File: src/rtl/masked_sbox_cf.sv
module masked_sbox_cf (
  input  logic        clk,
  input  logic        rst_n,
  input  logic        vld_i,
  input  logic [7:0]  mbyte_i,
  input  logic [7:0]  mask_i,
  input  logic [15:0] fresh_i,
  output logic        vld_o,
  output logic [7:0]  sbox_o,
  output logic [7:0]  mask_o
);

  function automatic logic [3:0] gf4_mul(input logic [3:0] a, input logic [3:0] b);
    logic [3:0] r, s;
    r = '0;
    s = a;
    for (int i = 0; i < 4; i++) begin
      if (b[i]) r = r ^ s;
      s = {s[2:0], 1'b0} ^ (s[3] ? 4'h3 : 4'h0);
    end
    return r;
  endfunction

  function automatic logic [3:0] gf4_sq(input logic [3:0] a);
    return gf4_mul(a, a);
  endfunction

  function automatic logic [3:0] gf4_inv(input logic [3:0] a);
    logic [3:0] a2, a4, a8;
    a2 = gf4_sq(a);
    a4 = gf4_sq(a2);
    a8 = gf4_sq(a4);
    return gf4_mul(gf4_mul(a8, a4), a2);
  endfunction

  function automatic logic [3:0] find_p0();
    logic [3:0] res;
    logic ok;
    res = 4'h0;
    for (int p = 15; p > 0; p--) begin
      ok = 1'b1;
      for (int t = 0; t < 16; t++)
        if ((gf4_sq(4'(t)) ^ 4'(t)) == 4'(p)) ok = 1'b0;
      if (ok) res = 4'(p);
    end
    return res;
  endfunction

  localparam logic [3:0] P0 = find_p0();

  function automatic logic [7:0] cf_mul(input logic [7:0] a, input logic [7:0] b);
    logic [3:0] hh;
    hh = gf4_mul(a[7:4], b[7:4]);
    return {hh ^ gf4_mul(a[7:4], b[3:0]) ^ gf4_mul(a[3:0], b[7:4]),
            gf4_mul(hh, P0) ^ gf4_mul(a[3:0], b[3:0])};
  endfunction

  function automatic logic [7:0] find_beta();
    logic [7:0] res, pw [9];
    res = 8'h0;
    for (int c = 255; c > 1; c--) begin
      pw[0] = 8'h01;
      for (int i = 1; i < 9; i++) pw[i] = cf_mul(pw[i-1], 8'(c));
      if ((pw[8] ^ pw[4] ^ pw[3] ^ pw[1] ^ pw[0]) == 8'h00) res = 8'(c);
    end
    return res;
  endfunction

  localparam logic [7:0] BETA = find_beta();

  function automatic logic [7:0] lin_apply(input logic [7:0][7:0] cols, input logic [7:0] v);
    logic [7:0] r;
    r = '0;
    for (int i = 0; i < 8; i++)
      if (v[i]) r = r ^ cols[i];
    return r;
  endfunction

  function automatic logic [7:0][7:0] build_fwd();
    logic [7:0][7:0] cols;
    logic [7:0] p;
    p = 8'h01;
    for (int i = 0; i < 8; i++) begin
      cols[i] = p;
      p = cf_mul(p, BETA);
    end
    return cols;
  endfunction

  localparam logic [7:0][7:0] FWD = build_fwd();

  function automatic logic [7:0][7:0] build_bwd();
    logic [7:0][7:0] cols;
    cols = '0;
    for (int j = 0; j < 8; j++)
      for (int v = 0; v < 256; v++)
        if (lin_apply(FWD, 8'(v)) == (8'h01 << j)) cols[j] = 8'(v);
    return cols;
  endfunction

  localparam logic [7:0][7:0] BWD = build_bwd();

  function automatic logic [7:0] aff_lin(input logic [7:0] b);
    return b ^ {b[6:0], b[7]} ^ {b[5:0], b[7:6]} ^ {b[4:0], b[7:5]} ^ {b[3:0], b[7:4]};
  endfunction

  function automatic logic [3:0] t_sqk(input logic [3:0] v);
    return gf4_mul(gf4_sq(v), P0);
  endfunction

  function automatic logic [3:0] t_inv(input logic [3:0] dm, input logic [3:0] min,
                                       input logic [3:0] mout);
    return gf4_inv(dm ^ min) ^ mout;
  endfunction

  logic [7:0] cx, cm, res_m, res_k;
  logic [3:0] ah, al, mh, ml, ra, rb, rc, rd, sm, ms, d_m, i_m, oh_m, ol_m;

  assign cx = lin_apply(FWD, mbyte_i);
  assign cm = lin_apply(FWD, mask_i);
  assign {ah, al} = cx;
  assign {mh, ml} = cm;
  assign {rd, rc, rb, ra} = fresh_i;
  assign sm = ah ^ al;
  assign ms = mh ^ ml;

  assign d_m = ra ^ t_sqk(ah) ^ t_sqk(mh) ^ gf4_sq(al) ^ gf4_sq(ml)
             ^ gf4_mul(ah, al) ^ gf4_mul(ah, ml) ^ gf4_mul(mh, al) ^ gf4_mul(mh, ml);
  assign i_m = t_inv(d_m, ra, rb);
  assign oh_m = rc ^ gf4_mul(ah, i_m) ^ gf4_mul(ah, rb) ^ gf4_mul(mh, i_m) ^ gf4_mul(mh, rb);
  assign ol_m = rd ^ gf4_mul(sm, i_m) ^ gf4_mul(sm, rb) ^ gf4_mul(ms, i_m) ^ gf4_mul(ms, rb);

  assign res_m = aff_lin(lin_apply(BWD, {oh_m, ol_m})) ^ 8'h63;
  assign res_k = aff_lin(lin_apply(BWD, {rc, rd}));

  always_ff @(posedge clk or negedge rst_n) begin
    if (!rst_n) begin
      vld_o  <= 1'b0;
      sbox_o <= '0;
      mask_o <= '0;
    end else begin
      vld_o <= vld_i;
      if (vld_i) begin
        sbox_o <= res_m;
        mask_o <= res_k;
      end
    end
  end

  a_r2_valid_follows: assert property (@(posedge clk) disable iff (!rst_n)
    vld_i |=> vld_o);
  a_r2_idle_follows: assert property (@(posedge clk) disable iff (!rst_n)
    !vld_i |=> !vld_o);
  a_r3_hold_when_idle: assert property (@(posedge clk) disable iff (!rst_n)
    !vld_i |=> ($stable(sbox_o) && $stable(mask_o)));
  a_r5_zero_outer_mask: assert property (@(posedge clk) disable iff (!rst_n)
    (vld_i && fresh_i[15:8] == 8'h00) |=> mask_o == 8'h00);
  a_r5_mask_tracks_outer: assert property (@(posedge clk) disable iff (!rst_n)
    (vld_i && vld_o && $stable(fresh_i[15:8])) |=> $stable(mask_o));

endmodule

File: config.mk
export PLATFORM = sky130hd
export DESIGN_NAME = masked_sbox_cf
export DESIGN_NICKNAME = d
export VERILOG_FILES = /design/src/rtl/masked_sbox_cf.sv
export SDC_FILE = /design/constraint.sdc
export NUM_CORES = 1
export LEC_CHECK = 0
export ABC_CLOCK_PERIOD_IN_PS = 1000
export BUFFER_PORTS_ARGS = -buffer_cell sky130_fd_sc_hd__buf_4
export CELL_PAD_IN_SITES_DETAIL_PLACEMENT = 1
export CELL_PAD_IN_SITES_GLOBAL_PLACEMENT = 2
export CORE_UTILIZATION = 37
export DETAILED_ROUTE_END_ITERATION = 6
export PLACE_DENSITY = 0.91
export SETUP_SLACK_MARGIN = 0.5
export SLEW_MARGIN = 0
export SYNTH_ARGS = -nofsm -noshare
export SYNTH_HDL_FRONTEND = slang
export SYNTH_SLANG_ARGS = --single-unit
File: constraint.sdc
create_clock -name clk -period 1 [get_ports clk]
set_clock_uncertainty 0.15 [all_clocks]
set_input_delay 0.05 -clock clk [delete_from_list [all_inputs] [get_ports clk]]
set_output_delay 0.05 -clock clk [all_outputs]
set_load 0.1 [all_outputs]
# Word-level counts from Yosys, hierarchy flattened
# Cells that the tools add are included.
# classes
muxes	155
bitwise_logic	159
# op_table
operator	count
$mux W4	84
$xor A4 B4 Y4	83
$xor A4 B2 Y4	39
$mux W8	12
$mux W2	41
$xor A8 B8 Y8	8
$mux W7	8
$mux W6	6
$not A3 Y3	10
$not A4 Y4	5
$not A6 Y6	2
$not A4 Y5	2
$not A5 Y5	2
$not A4 Y4 const A	2
$mux W1	4
$not A2 Y2	2
$not A1 Y1	2
$not A1 Y1 const A	2
# word_totals
ff_bits	17
input_bits	35
output_inout_bits	17
word_cells	317

# Logic depth before layout (Yosys ltp)
# logic_depth
word_depth	107
ltp_mapped	31
ltp_nobuf	27

# Least setup slack after synthesis
# No wires, ideal clock.
# synth_timing
path_kind	input to register
start	in mbyte_i[7]
end	reg sbox_o[1]
setup_time_ns	0.125
t_arrival_ns	6.908
required_time_ns	0.725
path_slack_ns	-6.184
path_stages	30
n_path_buf	5
cell_sequence	buf_2 -> xor2_2 -> inv_2 -> xnor2_2 -> inv_2 -> buf_4 -> ha_1 -> clkbuf_1 -> xor2_1 -> nor3_1 -> a2111oi_2 -> nand3_1 -> o221ai_1 -> xor2_1 -> xnor2_2 -> buf_2 -> xnor2_1 -> xnor2_1 -> ha_1 -> clkbuf_1 -> nand3_1 -> a2111oi_0 -> o21ai_1 -> a211o_1 -> nand3_1 -> xnor2_1 -> xnor3_1 -> xnor3_2 -> xnor3_1 -> mux2_2
# synth_between
elab_chain_cells	85
word_cells_on_any_way	203
classes_between	mux: 98; bitwise: 105
# synth_lines
element	line	rtl
from (decl)	5	input logic [7:0] mbyte_i,
$mux W8 *	75	if (v[i]) r = r ^ cols[i];
$mux W2	19	s = {s[2:0], 1'b0} ^ (s[3] ? 4'h3 : 4'h0);
$xor A4 B2 Y4	19	
$xor A4 B4 Y4	18	if (b[i]) r = r ^ s;
$mux W4	18	
$xor A4 B4 Y4	18	
$mux W4	18	
$xor A4 B4 Y4	18	
(+67 left out)	n/a	
$mux W8	75	
$mux W2	75	
$mux W8	75	
$not A6 Y6 (no source line)	n/a	
$mux W8 *	75	
$xor A8 B8 Y8 (3 in series)	104	return b ^ {b[6:0], b[7]} ^ {b[5:0], b[7:6]} ^ {b[4:0], b[7:5]} ^ {b[3:0], b[7:4]};
$xor A8 B8 Y8 *	104	
$not A4 Y4 (no source line) *	n/a	
to (signal assigned)	144	sbox_o <= res_m;
to (decl)	9	output logic [7:0] sbox_o,
# Every way passes the cells marked *; elsewhere a longest branch is shown, timed or not.
# A chain may end at the register's enable or synchronous reset.

# Worst setup path in the final report
# layout_timing
start	in mask_i[3]
end	reg sbox_o[5]
# layout_between
elab_chain_cells	87
word_cells_on_any_way	202
classes_between	mux: 97; bitwise: 105
# layout_lines
element	line	rtl
from (decl)	6	input logic [7:0] mask_i,
$mux W7 *	75	
$not A4 Y5 (no source line)	n/a	
$mux W8 *	75	
$not A5 Y5 (no source line)	n/a	
$mux W8 *	75	
$xor A4 B2 Y4 / $mux W4 (equally long branches)	19, 18	
$xor A4 B4 Y4 / $mux W2 (equally long branches)	18, 19	
$mux W4 / $xor A4 B2 Y4 (equally long branches)	18, 19	
(+69 left out)	n/a	
$mux W8	75	
$not A4 Y4 (no source line)	n/a	
$mux W8	75	
$not A6 Y6 (no source line)	n/a	
$mux W8 *	75	
$xor A8 B8 Y8 (3 in series)	104	
$xor A8 B8 Y8 *	104	
$not A4 Y4 (no source line) *	n/a	
# Marked as above.

==> out/results.txt <==
Placement row count: 41
Worst-path cell with the longest stage delay: sky130_fd_sc_hd__xnor2_2
Clock tree from TritonCTS: yes
Setup violations, final: 33
Post-synth cell types: 72
Instance area after placement: 6795 µm²
Minimum clock period: 6.436 ns
Most common cell on crit path: sky130_fd_sc_hd__xnor2_2
Routability congestion estimate from global placement: 0.9655
Wire length of the first global-routing pass: 39340 µm
Drt drc: 0
Fraction of synthesized cell area taken by the top area cell type: 18.14%
Synthesized area: 4972 µm²
Largest delay share family, worst path: XOR/XNOR gates
Wirelength per Cell: 31.72 µm
Post-Syn Nets: 641
Initial core utilization: 38.62%
Main combinational cell family by area after synthesis: XOR/XNOR gates
Leading cell type by number of instances after synthesis: sky130_fd_sc_hd__xnor2_1
Most used flip-flop cell after synthesis: sky130_fd_sc_hd__dfrtp_1
Number of search-and-repair iterations in the first detailed-routing pass: 7
Kind of launch point of the worst setup path: input pin
Routed Wire Length: 30990 µm
Synth Warn #: 0
Kind of end point of the critical path: flop
Via Count: 6385
Die Wd: 117.9 µm
Number of diodes: 0
Port-buffer cells: 47
Setup slack of the critical path after layout: -5.436 ns
H-Tree Depth: 1
WS Path Type: input pin to flop
Top-level port count: 52
RSZ-0062 raised after global routing: yes
Clock net sink count: 17
Number of synthesized flops with an enable pin: 0
Share of synthesized area spent on multiplexers: 5.083%
Area taken by flip-flops and latches: 489.2 µm²
Post-layout util: 62.52%
Result of the run: finished, violations left
Synth area leaders: sky130_fd_sc_hd__xnor2_1 (18%), sky130_fd_sc_hd__dfrtp_1 (8.6%), sky130_fd_sc_hd__xnor3_1 (8.2%), sky130_fd_sc_hd__xor2_1 (6.9%), sky130_fd_sc_hd__xnor2_2 (3.9%)
Fraction of the yosys area taken by sequential cells: 8.556%
Crit-path max FO: 14
Worst path required time: 1.00 ns
Largest net degree at the start of global routing: 28
Number of antenna-violating nets in the routed design: 0
Iteration-0 DRC Markers: 685
Height of the die: 117.9 µm
Master cell of the clock root buffer: sky130_fd_sc_hd__clkbuf_16
Syn avg cell area: 8.315 µm²
Cell count after synthesis: 598
Floorplan core area: 12880 µm²
Cell taking the most area after synthesis: sky130_fd_sc_hd__xnor2_1
Nets: 849
Ratio of final minimum period to clock period: 643.6%
Synth Area in Simple Gates: 19.40%
Design area: 8050 µm²
Failing checks: hold timing, setup timing
Synth Area in Compound Gates: 15.22%
Post-DR vias/cell: 6.535
Slew Limit Headroom: 51.27%
Endpoints failing hold: 18
Buffer and inverter count on the worst path: 6
Fillers: 1393
Clock latency reported for the late side of the worst-skew pair: 0.27 ns
Synthesized flop and latch total: 17
Synth async-reset ratio: 100.0%
Fmax: 155.4 MHz
Path category of the worst min-delay check: input pin to asynchronous set/reset pin
Arrival time of the worst setup path: 6.44 ns
Max Cap Violations: 0
Synthesis-to-layout area growth: 61.90%
Total clock buffers created by CTS: 3
Fraction of layout cells with a size suffix above 1: 50.19%
Antenna violations before repair: 1
Area share of fa/ha/maj cells after synthesis: 2.013%
Clock-pin slew on the worst setup and hold paths: 0.06 ns
Overall overflow remaining after global route: 0
Worst slack on hold paths: -0.5047 ns
Number of global-route vias before repair: 6409
Area taken by multi-input logic gates: 4951 µm²
Worst slew pin tran: 0.7285 ns
Full die area: 13910 µm²
GRT Overall Usage: 37.24%
Most instantiated cells after synthesis: sky130_fd_sc_hd__xnor2_1 (103), sky130_fd_sc_hd__nand2_1 (49), sky130_fd_sc_hd__nor2_1 (42)
Final-report max-slew violation count: 0
Delay of the slowest cell on the worst path: 0.55 ns
Xor and xnor fraction of the mapped netlist area: 43.89%
Hpwl dp: 15600 µm
Maximum root-to-sink buffer count: 2
-- metal layers --
layer / vias up / wire length (µm) / track usage (%)
met5: - / 0 / 0
met4: 0 / 2988 / 23.00
met3: 250 / 3122 / 7.122
met2: 576 / 14450 / 64.26
met1: 3069 / 10430 / 42.20
li1: 2490 / - / -
-- cells by family after synthesis --
family / count (synthesis)
compound gates: 107
xor+xnor: 187
fa+ha+maj: 8
buf+inv: 64
flops: 17
mux: 24
simple gates: 191
-- stage by stage --
step	setup TNS, ns	cells	worst slack (ns)
2_1_floorplan	-41.57	598	-5.332
3_3_place_gp	-41.91	930	-5.115
3_5_place_dp	-45.21	930	-5.535
4_1_cts	-41.01	963	-4.965
5_1_grt	-48.28	977	-5.695
6_report	-45.92	977	-5.436
-- flip-flops by register name, indices dropped and copies added, names as in the netlist --
signal and cells:
mask_o 8, sbox_o 8, vld_o 1
-- layout make-up --
cell class / count / share of cell area [%]
Sequential cell: 17 / 6.077
Multi-Input combinational cell: 517 / 61.50
Inverter: 19 / 0.9792
Tap cell: 172 / 2.673
Clock inverter: 1 / 0.09325
Clock buffer: 3 / 0.9325
Timing Repair Buffer: 248 / 27.74
-- cell usage in the layout, fill, tap and decap left out, types with 8 or more instances in the layout --
cell type,synthesis,final
sky130_fd_sc_hd__a21oi_1,23,16
sky130_fd_sc_hd__buf_12,0,21
sky130_fd_sc_hd__buf_4,6,201
sky130_fd_sc_hd__buf_6,1,23
sky130_fd_sc_hd__dfrtp_4,0,17
sky130_fd_sc_hd__inv_1,13,11
sky130_fd_sc_hd__mux2i_1,14,14
sky130_fd_sc_hd__nand2_1,49,47
sky130_fd_sc_hd__nand3_1,27,21
sky130_fd_sc_hd__nor2_1,42,37
sky130_fd_sc_hd__nor2b_1,9,8
sky130_fd_sc_hd__nor3_1,20,18
sky130_fd_sc_hd__o21ai_0,16,13
sky130_fd_sc_hd__xnor2_1,103,84
sky130_fd_sc_hd__xnor2_2,12,24
sky130_fd_sc_hd__xnor2_4,3,10
sky130_fd_sc_hd__xnor3_1,18,12
sky130_fd_sc_hd__xnor3_2,3,9
sky130_fd_sc_hd__xor2_1,39,29
sky130_fd_sc_hd__xor2_2,4,9
-- repair_timing --
action,in CTS,in global routing
resized for setup,133,44
endpoints found under the setup margin,33,33
pin swaps,57,23
cloned,0,0
endpoints found under the hold margin,18,18
setup buffers,29,14
-- worst paths after layout --
| check | to | start | slack [ns] | depth (start not counted) |
|---|---|---|---|---|
| worst min register to register | sbox_o[7] | sbox_o[7] | 0.46 | 1 |
| worst min-delay path | sbox_o[7] | rst_n | -0.50 | 1 |
| worst max register to register | mask_o[4] | mask_o[4] | -0.10 | 1 |
| max in group asynchronous | sbox_o[5] | rst_n | 0.97 | 1 |
| min in group clk | vld_o | vld_i | -0.07 | 1 |
| worst max-delay path | sbox_o[5] | mask_i[3] | -5.44 | 26 |
Power is not shown: default switching activity piles up to over one toggle a cycle in this logic, so the estimate is an artifact.
